$ cat config.mk
export PLATFORM = sky130hd
export DESIGN_NAME = dxlate_fault_unit
export DESIGN_NICKNAME = d
export VERILOG_FILES = /design/src/rtl/dxf_pkg.sv /design/src/rtl/dxf_ctrl.sv /design/src/rtl/dxf_dpath.sv /design/src/rtl/dxlate_fault_unit.sv
export SDC_FILE = /design/constraint.sdc
export NUM_CORES = 1
export LEC_CHECK = 0
export CAP_MARGIN = 20
export CORE_AREA = 2 2 161 163
export CTS_CLUSTER_SIZE = 40
export DETAILED_ROUTE_END_ITERATION = 8
export DIE_AREA = 0 0 163 165
export PLACE_DENSITY = 0.65
export REMOVE_ABC_BUFFERS = 1
export SLEW_MARGIN = 0
export SYNTH_ARGS = -nofsm -noshare
export SYNTH_HDL_FRONTEND = slang
export SYNTH_SLANG_ARGS = --single-unit
$ cat constraint.sdc
create_clock -name clk -period 3.25 [get_ports clk]
set_input_delay 0.325 -clock clk [delete_from_list [all_inputs] [get_ports clk]]
set_output_delay 0.325 -clock clk [all_outputs]
set_load 0.01 [all_outputs]
$ cat src/rtl/dxf_pkg.sv
package dxf_pkg;

  typedef enum logic [2:0] {
    FLT_NONE      = 3'd0,
    FLT_ALIGN     = 3'd1,
    FLT_ACV       = 3'd2,
    FLT_FAULT     = 3'd3,
    FLT_MISS_PRIM = 3'd4,
    FLT_MISS      = 3'd5,
    FLT_MCHECK    = 3'd6
  } fault_e;

  typedef enum logic [1:0] {
    MODE_KERNEL = 2'd0,
    MODE_EXEC   = 2'd1,
    MODE_SUPER  = 2'd2,
    MODE_USER   = 2'd3
  } mode_e;

  localparam int CAUSE_W    = 6;
  localparam int CAUSE_WR   = 0;
  localparam int CAUSE_ACV  = 1;
  localparam int CAUSE_FONR = 2;
  localparam int CAUSE_FONW = 3;
  localparam int CAUSE_MISS = 4;

  typedef enum logic [1:0] {
    PA_NONE = 2'd0,
    PA_PHYS = 2'd1,
    PA_WIN  = 2'd2,
    PA_HIT  = 2'd3
  } pa_sel_e;

  // datapath -> control: address-derived conditions
  typedef struct packed {
    logic misaligned;
    logic inWindow;
    logic physOutRange;
    logic hitOutRange;
  } dp_flags_t;

  // control -> datapath: strobes
  typedef struct packed {
    logic                capture;
    pa_sel_e             paSel;
    logic                logFault;
    logic [CAUSE_W-1:0]  cause;
  } strobe_t;

endpackage

$ cat src/rtl/dxf_ctrl.sv
module dxf_ctrl
  import dxf_pkg::*;
#(
  parameter int MODE_W = 2
) (
  input  logic              clk,
  input  logic              rstN,
  input  logic              reqValid,
  input  logic              reqWrite,
  input  logic              reqPhys,
  input  logic              reqPteLoad,
  input  logic              reqNoFault,
  input  logic              reqAltMode,
  input  logic              pcPriv,
  input  logic [MODE_W-1:0] curMode,
  input  logic [MODE_W-1:0] altModeReg,
  input  logic              tlbHit,
  input  logic [(1<<MODE_W)-1:0] tlbReadEn,
  input  logic [(1<<MODE_W)-1:0] tlbWriteEn,
  input  logic              tlbFaultOnRead,
  input  logic              tlbFaultOnWrite,
  input  dp_flags_t         flags,
  output strobe_t           stb,
  output logic              rspValid,
  output fault_e            rspFault
);

  logic [MODE_W-1:0]  effMode;
  logic               modeIsKernel;
  fault_e             faultNext;
  logic               wantsLog;
  logic [CAUSE_W-1:0] causeNext;
  pa_sel_e            selNext;

  // effective mode: firmware runs as kernel unless the alternate mode is asked for
  always_comb begin
    if (pcPriv) effMode = reqAltMode ? altModeReg : MODE_W'(MODE_KERNEL);
    else        effMode = curMode;
  end

  assign modeIsKernel = (effMode == MODE_W'(MODE_KERNEL));

  // ordered decision chain
  always_comb begin
    faultNext = FLT_NONE;
    wantsLog  = 1'b0;
    causeNext = '0;
    selNext   = PA_NONE;
    if (flags.misaligned) begin
      faultNext = FLT_ALIGN;
    end else if (reqPhys) begin
      if (flags.physOutRange) faultNext = FLT_MCHECK;
      else                    selNext   = PA_PHYS;
    end else if (flags.inWindow) begin
      if (!modeIsKernel) begin
        faultNext             = FLT_ACV;
        wantsLog              = 1'b1;
        causeNext[CAUSE_WR]   = reqWrite;
        causeNext[CAUSE_ACV]  = 1'b1;
      end else begin
        selNext = PA_WIN;
      end
    end else if (!tlbHit) begin
      faultNext             = reqPteLoad ? FLT_MISS_PRIM : FLT_MISS;
      wantsLog              = 1'b1;
      causeNext[CAUSE_WR]   = reqWrite;
      causeNext[CAUSE_MISS] = 1'b1;
    end else if (reqWrite) begin
      causeNext[CAUSE_WR] = 1'b1;
      if (!tlbWriteEn[effMode]) begin
        faultNext              = FLT_ACV;
        wantsLog               = 1'b1;
        causeNext[CAUSE_ACV]   = 1'b1;
        causeNext[CAUSE_FONW]  = tlbFaultOnWrite;
      end else if (tlbFaultOnWrite) begin
        faultNext              = FLT_FAULT;
        wantsLog               = 1'b1;
        causeNext[CAUSE_FONW]  = 1'b1;
      end else if (flags.hitOutRange) begin
        faultNext = FLT_MCHECK;
      end else begin
        selNext = PA_HIT;
      end
    end else begin
      if (!tlbReadEn[effMode]) begin
        faultNext              = FLT_ACV;
        wantsLog               = 1'b1;
        causeNext[CAUSE_ACV]   = 1'b1;
        causeNext[CAUSE_FONR]  = tlbFaultOnRead;
      end else if (tlbFaultOnRead) begin
        faultNext              = FLT_FAULT;
        wantsLog               = 1'b1;
        causeNext[CAUSE_FONR]  = 1'b1;
      end else if (flags.hitOutRange) begin
        faultNext = FLT_MCHECK;
      end else begin
        selNext = PA_HIT;
      end
    end
  end

  always_comb begin
    stb.capture  = reqValid;
    stb.paSel    = reqValid ? selNext : PA_NONE;
    stb.logFault = reqValid && wantsLog && !reqPteLoad && !reqNoFault;
    stb.cause    = causeNext;
  end

  always_ff @(posedge clk) begin
    if (!rstN) begin
      rspValid <= 1'b0;
      rspFault <= FLT_NONE;
    end else begin
      rspValid <= reqValid;
      rspFault <= reqValid ? faultNext : FLT_NONE;
    end
  end

endmodule

$ cat src/rtl/dxf_dpath.sv
module dxf_dpath
  import dxf_pkg::*;
#(
  parameter int VA_W         = 64,
  parameter int SIZE_W       = 2,
  parameter int PAGE_BITS    = 13,
  parameter int PPN_W        = 32,
  parameter int PA_IMPL      = 44,
  parameter int EXT_BIT      = 40,
  parameter int WIN_LO       = 41,
  parameter int WIN_HI       = 47,
  parameter int WIN_TAG      = 126,
  parameter bit SIGN_EXT_WIN = 1'b1,
  parameter int PTE_SHIFT    = 3,
  parameter int OPC_W        = 6,
  parameter int REG_W        = 5,
  parameter int STAT_W       = OPC_W + REG_W + CAUSE_W
) (
  input  logic              clk,
  input  logic              rstN,
  input  logic [VA_W-1:0]   reqVa,
  input  logic [SIZE_W-1:0] reqSize,
  input  logic [PPN_W-1:0]  tlbPpn,
  input  logic [OPC_W-1:0]  instOpcode,
  input  logic [REG_W-1:0]  instReg,
  input  logic [VA_W-1:0]   pteBaseReg,
  input  strobe_t           stb,
  output dp_flags_t         flags,
  output logic [VA_W-1:0]   rspPaddr,
  output logic [VA_W-1:0]   faultVa,
  output logic [STAT_W-1:0] mmStatus,
  output logic [VA_W-1:0]   faultVaForm
);

  localparam int OFS_W = (1 << SIZE_W) - 1;
  localparam int WIN_W = WIN_HI - WIN_LO + 1;
  localparam logic [VA_W-1:0] IMPL_MASK = {{(VA_W-PA_IMPL){1'b0}}, {PA_IMPL{1'b1}}};
  localparam logic [VA_W-1:0] LOW_MASK  = {{(VA_W-EXT_BIT){1'b0}}, {EXT_BIT{1'b1}}};
  localparam logic [VA_W-1:0] EXT_ONES  = IMPL_MASK & ~LOW_MASK;
  localparam logic [VA_W-1:0] PAGE_MASK = {{(VA_W-PAGE_BITS){1'b0}}, {PAGE_BITS{1'b1}}};

  logic [OFS_W-1:0] sizeMask;
  logic [VA_W-1:0]  winRaw;
  logic [VA_W-1:0]  winPa;
  logic [VA_W-1:0]  hitPa;
  logic [VA_W-1:0]  paNext;
  logic [VA_W-1:0]  formNext;

  assign sizeMask = OFS_W'((1 << reqSize) - 1);
  assign winRaw   = reqVa & IMPL_MASK;
  assign hitPa    = (VA_W'(tlbPpn) << PAGE_BITS) | (reqVa & PAGE_MASK);
  assign formNext = pteBaseReg | ((reqVa >> PAGE_BITS) << PTE_SHIFT);

  generate
    if (SIGN_EXT_WIN) begin : g_winExt
      always_comb winPa = winRaw[EXT_BIT] ? (winRaw | EXT_ONES) : (winRaw & LOW_MASK);
    end else begin : g_winFlat
      assign winPa = winRaw;
    end
  endgenerate

  always_comb begin
    flags.misaligned   = |(reqVa[OFS_W-1:0] & sizeMask);
    flags.inWindow     = (reqVa[WIN_HI:WIN_LO] == WIN_W'(WIN_TAG));
    flags.physOutRange = |(reqVa & ~IMPL_MASK);
    flags.hitOutRange  = |(hitPa & ~IMPL_MASK);
  end

  always_comb begin
    unique case (stb.paSel)
      PA_PHYS: paNext = reqVa;
      PA_WIN:  paNext = winPa;
      PA_HIT:  paNext = hitPa;
      default: paNext = '0;
    endcase
  end

  always_ff @(posedge clk) begin
    if (!rstN) begin
      rspPaddr <= '0;
    end else begin
      rspPaddr <= stb.capture ? paNext : '0;
    end
  end

  always_ff @(posedge clk) begin
    if (!rstN) begin
      faultVa     <= '0;
      mmStatus    <= '0;
      faultVaForm <= '0;
    end else if (stb.logFault) begin
      faultVa     <= reqVa;
      mmStatus    <= {instOpcode, instReg, stb.cause};
      faultVaForm <= formNext;
    end
  end

endmodule

$ cat src/rtl/dxlate_fault_unit.sv
module dxlate_fault_unit
  import dxf_pkg::*;
#(
  parameter int VA_W         = 64,
  parameter int SIZE_W       = 2,
  parameter int MODE_W       = 2,
  parameter int PAGE_BITS    = 13,
  parameter int PPN_W        = 32,
  parameter int PA_IMPL      = 44,
  parameter int EXT_BIT      = 40,
  parameter int WIN_LO       = 41,
  parameter int WIN_HI       = 47,
  parameter int WIN_TAG      = 126,
  parameter bit SIGN_EXT_WIN = 1'b1,
  parameter int PTE_SHIFT    = 3,
  parameter int OPC_W        = 6,
  parameter int REG_W        = 5,
  localparam int NMODES      = 1 << MODE_W,
  localparam int STAT_W      = OPC_W + REG_W + CAUSE_W
) (
  input  logic              clk,
  input  logic              rstN,
  input  logic              reqValid,
  input  logic [VA_W-1:0]   reqVa,
  input  logic [SIZE_W-1:0] reqSize,
  input  logic              reqWrite,
  input  logic              reqPhys,
  input  logic              reqPteLoad,
  input  logic              reqNoFault,
  input  logic              reqAltMode,
  input  logic              pcPriv,
  input  logic [MODE_W-1:0] curMode,
  input  logic [MODE_W-1:0] altModeReg,
  input  logic [OPC_W-1:0]  instOpcode,
  input  logic [REG_W-1:0]  instReg,
  input  logic [VA_W-1:0]   pteBaseReg,
  input  logic              tlbHit,
  input  logic [PPN_W-1:0]  tlbPpn,
  input  logic [NMODES-1:0] tlbReadEn,
  input  logic [NMODES-1:0] tlbWriteEn,
  input  logic              tlbFaultOnRead,
  input  logic              tlbFaultOnWrite,
  output logic              rspValid,
  output logic [2:0]        rspFault,
  output logic [VA_W-1:0]   rspPaddr,
  output logic [VA_W-1:0]   faultVa,
  output logic [STAT_W-1:0] mmStatus,
  output logic [VA_W-1:0]   faultVaForm
);

  dp_flags_t flags;
  strobe_t   stb;
  fault_e    faultCode;

  dxf_ctrl #(.MODE_W(MODE_W)) ctrl_i (
    .clk(clk), .rstN(rstN), .reqValid(reqValid), .reqWrite(reqWrite),
    .reqPhys(reqPhys), .reqPteLoad(reqPteLoad), .reqNoFault(reqNoFault),
    .reqAltMode(reqAltMode), .pcPriv(pcPriv), .curMode(curMode),
    .altModeReg(altModeReg), .tlbHit(tlbHit), .tlbReadEn(tlbReadEn),
    .tlbWriteEn(tlbWriteEn), .tlbFaultOnRead(tlbFaultOnRead),
    .tlbFaultOnWrite(tlbFaultOnWrite), .flags(flags), .stb(stb),
    .rspValid(rspValid), .rspFault(faultCode)
  );

  dxf_dpath #(
    .VA_W(VA_W), .SIZE_W(SIZE_W), .PAGE_BITS(PAGE_BITS), .PPN_W(PPN_W),
    .PA_IMPL(PA_IMPL), .EXT_BIT(EXT_BIT), .WIN_LO(WIN_LO), .WIN_HI(WIN_HI),
    .WIN_TAG(WIN_TAG), .SIGN_EXT_WIN(SIGN_EXT_WIN), .PTE_SHIFT(PTE_SHIFT),
    .OPC_W(OPC_W), .REG_W(REG_W), .STAT_W(STAT_W)
  ) dpath_i (
    .clk(clk), .rstN(rstN), .reqVa(reqVa), .reqSize(reqSize), .tlbPpn(tlbPpn),
    .instOpcode(instOpcode), .instReg(instReg), .pteBaseReg(pteBaseReg),
    .stb(stb), .flags(flags), .rspPaddr(rspPaddr), .faultVa(faultVa),
    .mmStatus(mmStatus), .faultVaForm(faultVaForm)
  );

  assign rspFault = faultCode;

endmodule

Word level (Yosys, flattened, before mapping)
Cells that the tools add are included.
{ "word_totals": {"reg_bits": 212, "latch_bits": 0, "ramBits": 0, "romBits": 0, "input_bits": 197, "out_inout_bits": 213, "word_cells": 90, "mem_count": 0} }
{ "op_classes": {"add_sub_neg": 1, "n_mul": 0, "n_div": 0, "magnitude_cmp": 1, "eq_ne": 4, "n_shift": 1, "muxes": 60, "bitwise_logic": 5, "n_reduce_logical": 11} }
{ "op_table": {"columns": ["op", "n"], "rows": [
  ["64-bit case mux with 3 select lines", 1],
  ["64-bit by 54-bit OR with 64-bit output", 1],
  ["45-bit by 13-bit OR with 45-bit output", 1],
  ["44-bit 2-to-1 mux", 1],
  ["20-bit OR reduction", 2],
  ["3-bit 2-to-1 mux", 12],
  ["2-bit 2-to-1 mux", 17],
  ["1-bit 2-to-1 mux", 25],
  ["5-bit 2-to-1 mux", 2],
  ["7-bit == test, second input constant", 1],
  ["5-bit OR reduction", 1],
  ["1-bit binary-select mux with 2-bit select", 2],
  ["2-bit == test, second input constant", 2],
  ["3-bit AND", 1],
  ["1-bit logical AND", 3],
  ["2-bit by 3-bit < comparator with 1-bit output, second input constant", 1],
  ["3-bit OR reduction", 1],
  ["1-bit by 2-bit left shift with 3-bit output, first input constant", 1],
  ["3-bit by 2-bit subtractor with 3-bit output, second input constant", 1],
  ["2-bit by 1-bit == test with 1-bit output, second input constant", 1],
  ["1-bit logical NOT", 2],
  ["2-bit logical NOT", 1],
  ["1-bit NOT", 2],
  ["2-bit AND reduction", 1]
]} }

Longest topological paths before layout
{ "logic_depth": {"word_depth": 13, "depth_mapped": 10, "mapped_depth_nobuf": 7} }

Hierarchy
A second synthesis with hierarchy kept.
{ "unflattened": {"cells_unflattened": 822, "area_unflattened_um2": 8077.7} }
{ "by_module_without_submodules": {"columns": ["module", "instances", "cells_each", "area_each_um2"], "rows": [
  ["dxf_dpath", 1, 726, 7414.6],
  ["dxf_ctrl", 1, 96, 663.1]
]} }

Least setup slack after synthesis
OpenSTA, ideal clock, no wires.
{ "synth_path": {"path_kind": "input -> register", "startpoint": "input reqSize[0]", "endpoint": "register dpath_i.mmStatus[1]", "setup_ps": 120, "arrival_ps": 2184, "setup_slack_ps": 946, "cell_stages": 9, "path_buffers": 2, "path_cell_list": "a211oi_2 > o21ai_1 > or2_1 > or4_4 > a21o_1 > buf_2 > buf_2 > a211oi_1 > nor2_1"} }
{ "synth_via": {"elab_chain_len": 8} }
{ "synth_lines": {"columns": ["element", "line_no", "source"], "rows": [
  ["start, declared", "dxlate_fault_unit.sv:25", "input logic [SIZE_W-1:0] reqSize,"],
  ["1-bit by 2-bit left shift with 3-bit output (*)", "dxf_dpath.sv:49", "assign sizeMask = OFS_W'((1 << reqSize) - 1);"],
  ["3-bit by 2-bit subtractor with 3-bit output (*)", "dxf_dpath.sv:49", null],
  ["3-bit AND (*)", "dxf_dpath.sv:63", "flags.misaligned = |(reqVa[OFS_W-1:0] & sizeMask);"],
  ["3-bit OR reduction (*)", "dxf_dpath.sv:63", null],
  ["1-bit 2-to-1 mux", "dxf_ctrl.sv:49", "if (flags.misaligned) begin"],
  ["1-bit logical AND (3 in a row)", "dxf_ctrl.sv:105", "stb.logFault = reqValid && wantsLog && !reqPteLoad && !reqNoFault;"],
  ["end signal, assigned", "dxf_dpath.sv:93", "mmStatus <= {instOpcode, instReg, stb.cause};"],
  ["end, declared", "dxf_dpath.sv:31", "output logic [STAT_W-1:0] mmStatus,"]
]} }
Every way passes the cells marked *; elsewhere a longest branch is shown, timed or not.
A chain may end at the register's enable or synchronous reset.

Worst setup path in the final report
{ "layout_path": {"startpoint": "input pcPriv", "endpoint": "register dpath_i.faultVaForm[53]"} }
{ "layout_via": {"elab_chain_len": 12} }
{ "layout_lines": {"columns": ["element", "line_no", "source"], "rows": [
  ["start, declared", "dxlate_fault_unit.sv:31", "input logic pcPriv,"],
  ["2-bit 2-to-1 mux (*)", "dxf_ctrl.sv:37", "if (pcPriv) effMode = reqAltMode ? altModeReg : MODE_W'(MODE_KERNEL);"],
  ["1-bit binary-select mux with 2-bit select (on tied branches)", "dxf_ctrl.sv:85, dxf_ctrl.sv:70", null],
  ["1-bit 2-to-1 mux (on tied branches) (2 in a row)", "dxf_ctrl.sv:85, dxf_ctrl.sv:70", null],
  ["1-bit 2-to-1 mux", "dxf_ctrl.sv:68", "end else if (reqWrite) begin"],
  ["1-bit 2-to-1 mux", "dxf_ctrl.sv:63", "end else if (!tlbHit) begin"],
  ["1-bit 2-to-1 mux (*)", "dxf_ctrl.sv:54", "end else if (flags.inWindow) begin"],
  ["1-bit 2-to-1 mux (*)", "dxf_ctrl.sv:51", "end else if (reqPhys) begin"],
  ["1-bit 2-to-1 mux (*)", "dxf_ctrl.sv:49", null],
  ["1-bit logical AND (*) (3 in a row)", "dxf_ctrl.sv:105", null],
  ["end signal, assigned", "dxf_dpath.sv:94", "faultVaForm <= formNext;"],
  ["end, declared", "dxf_dpath.sv:32", "output logic [VA_W-1:0] faultVaForm"]
]} }
Every way passes the cells marked *; elsewhere a longest branch is shown, timed or not. The select of a mux whose other input is x is not followed.

==> flow_summary.toml <==
[status]
status = "finished clean"

[power_and_ir_drop]
p_sw_share_pct = 22.0
p_int_uw = 4760
switchingPower_uw = 1340
pwr-share-clk_pct = 46.7
power_frac_comb_pct = 9.6
powerDensity_mw_per_mm2 = 467
seq_power_share_pct = 43.7
power.leakage_uw = 0.00451
peakVddDrop_mv = 0.509

[synth]
synth_cells = 858
ys_async_sr_fraction_pct = 0
synth_area_mm2 = 0.00771
ys_types = 41
yosys_warnings = 0
ys_seq_area_share_pct = 55.0
synth_edf_count = 0
ys.flop_type = "dfxtp_1"
avgSynthCellArea_um2 = 8.99
synth_seq_cells = 212

[cells_and_area]
multiInputGateArea_mm2 = 0.00328
post-route-util_pct = 52.2
drive_gt1_share_pct = 5.05
areaGrowthSynthToFinish_pct = 69.4
n_antenna_cell = 0
mostFrequentLayoutCell = "clkdlybuf4s50_1"
nNetsFinal = 1469
num-fill-cells = 2297
layout_common_cells = "407 x clkdlybuf4s50_1, 212 x dfxtp_1, 186 x nand2_1"
area.sequential_mm2 = 0.00424

[place]
gp_congestion = 0.816
dpl.hpwl_mm = 19.7
io_buffer_count = 408

[clocking]
postCtsSetupBuffers = 0
htree_levels = 1
clock_sinks = 212
clock_latency_ns = 0.52
clock_tree.root_cell = "clkbuf_16"
cts_buffer_depth = 3
numCtsBuffers = 25
post_cts_resized = 0
clk_pin_slew_ns = 0.06
cts_tree = "done"
hold_buffers = 0

[run]
cap_violations = 0

[grt]
grt-ovfl-total = 0
grt_max_degree = 93
grt_usage_pct = 19.0
grt_pass1_vias = 7238
grt_pass1_wl_mm = 40.1
grt_antenna_before_repair = 0

[critical_path]
cp-start-kind = "input pin"
r2r-start = "dpath_i.faultVaForm[32]$_SDFFE_PN0P_"
path_class = "input pin to register"
r2r_slack_ns = 2.52
crit_arrival_ns = 2.91
end_kind = "register"
crit_required_ns = 3.68
cp_max_fo = 39
worst_r2r_endpoint = "dpath_i.faultVaForm[32]$_SDFFE_PN0P_"
r2r_cells = 2

[timing]
skew_ns = 0
drv_slew = 0
worst_pin_slew_ns = 0.827
holdWs_ns = 0.319
fin_crit_ns = 2.48
max_freq_ghz = 0.403
fin_crit_sh_pct = 76.3
hold_viol = 0
relSlewSlack_pct = 44.9
setup_viol = 0
rsz0062_at_grt = "false"

[drt]
drt-initial-drc-count = 396
vias = 7480
viasPerCell = 4.63
dr.pass1.iters = 5
wl_per_cell_um = 16.8
wl_mm = 27.2
ant_nets = 0
drc = 0

[floorplanning]
die_h_um = 165
core_region_area_mm2 = 0.0250
ioPinCount = 410
die-area_mm2 = 0.0269
rows = 58
die_w_um = 163
start_util_pct = 30.8

[worst_hold_path]
min_path_type = "input pin to register"
hold_start = "rstN"
whs_endpoint = "dpath_i.faultVa[43]$_SDFFE_PN0P_"
worstHoldPathCells = 2
## through the flow
step / setup TNS, ns / instances / power, uW / area, um2 / worst slack, ns
after floorplan: -74.89 / 821 / 2870 / 7510 / -0.526
after global placement: 0 / 1575 / 3310 / 12200 / 0.325
after detailed placement: 0 / 1575 / 3310 / 12200 / 0.275
after CTS: 0 / 1617 / 6190 / 13100 / 0.814
after global routing: 0 / 1617 / 6320 / 13100 / 0.558
final: 0 / 1617 / 6100 / 13100 / 0.769
## kinds of logic (layout without fill, tap and decap cells)
logic type | Yosys count | in the layout | share of synthesized area (%)
AND/OR/NAND/NOR | 426 | 426 | 25.7
flip-flops | 212 | 212 | 55.0
AO/OA/AOI/OAI | 155 | 155 | 14.8
buffers and inverters | 59 | 468 | 3.68
multiplexers | 5 | 5 | 0.698
other | 1 | 21 | 0.0486
## power by group through the flow
stage                     Clock (uW)  Combinational (uW)  Sequential (uW)
after floorplan                    0                 124             2740
after global placement             0                 585             2720
after detailed placement           0                 585             2720
after CTS                       2940                 589             2670
after global routing            3020                 623             2670
final                           2850                 584             2670
## final cells by class
cell class | count | share of cell area, %
flip-flops and latches | 212 | 32.5
inverters | 2 | 0.0575
clock inverters | 8 | 0.939
multi-input cells | 607 | 25.1
clock buffers | 34 | 5.43
repair buffers | 424 | 32.8
well taps | 330 | 3.16
## sequential cells by signal, summed over array words and instances, names as in the netlist
signal	flops
dpath_i.mmStatus	16
dpath_i.faultVa	64
ctrl_i.rspValid	1
dpath_i.rspPaddr	64
dpath_i.faultVaForm	64
ctrl_i.rspFault	3
## cells in the mapped netlist (3+ instances only)
cell type  number  area [um2]
a21oi_1         9        45.0
buf_2          26         130
nor2_1         90         338
nor2b_1         5        31.3
nor3_1         54         270
o21ai_0         7        35.0
nand2_1       186         698
a22oi_1        29         218
a21boi_0       33         248
mux2_2          3        33.8
nand3_1         7        35.0
dfxtp_1       212        4240
and2_1         14        87.6
buf_4           6        45.0
a21boi_1       60         450
nor4_1          5        31.3
a32oi_1         5        43.8
nand2b_1        5        31.3
clkbuf_1       23        86.3
nor3b_1        51         383
a22o_1          4        35.0
## metal layers
layer  vias up  part of all wire, %  track usage, %
met3        45                  9.4            6.35
met4         0                  3.1            6.36
met1      3415                   39            21.6
met2       321                   48            33.6
li1       3699                    -               -
met5         -                    0               0
## worst max path at each step
stage | to | from
floorplan | dpath_i.faultVaForm[0]$_SDFFE_PN0P_ | pcPriv
global placement | dpath_i.faultVaForm[16]$_SDFFE_PN0P_ | reqVa[0]
detailed placement | dpath_i.faultVaForm[53]$_SDFFE_PN0P_ | pcPriv
CTS | dpath_i.faultVa[22]$_SDFFE_PN0P_ | pcPriv
global route | dpath_i.faultVaForm[32]$_SDFFE_PN0P_ | pcPriv
finish | dpath_i.faultVaForm[53]$_SDFFE_PN0P_ | pcPriv
## worst max-delay path: stages
cell	delay [ns]
clkdlybuf4s50_1	0.58
and3_1	0.25
o21ai_0	0.09
a32oi_1	0.36
a22o_1	0.36
a21o_4	0.40
buf_12	0.26
nor3_1	0.07
nor3b_1	0.20
Power figures use the tool's default switching activity.
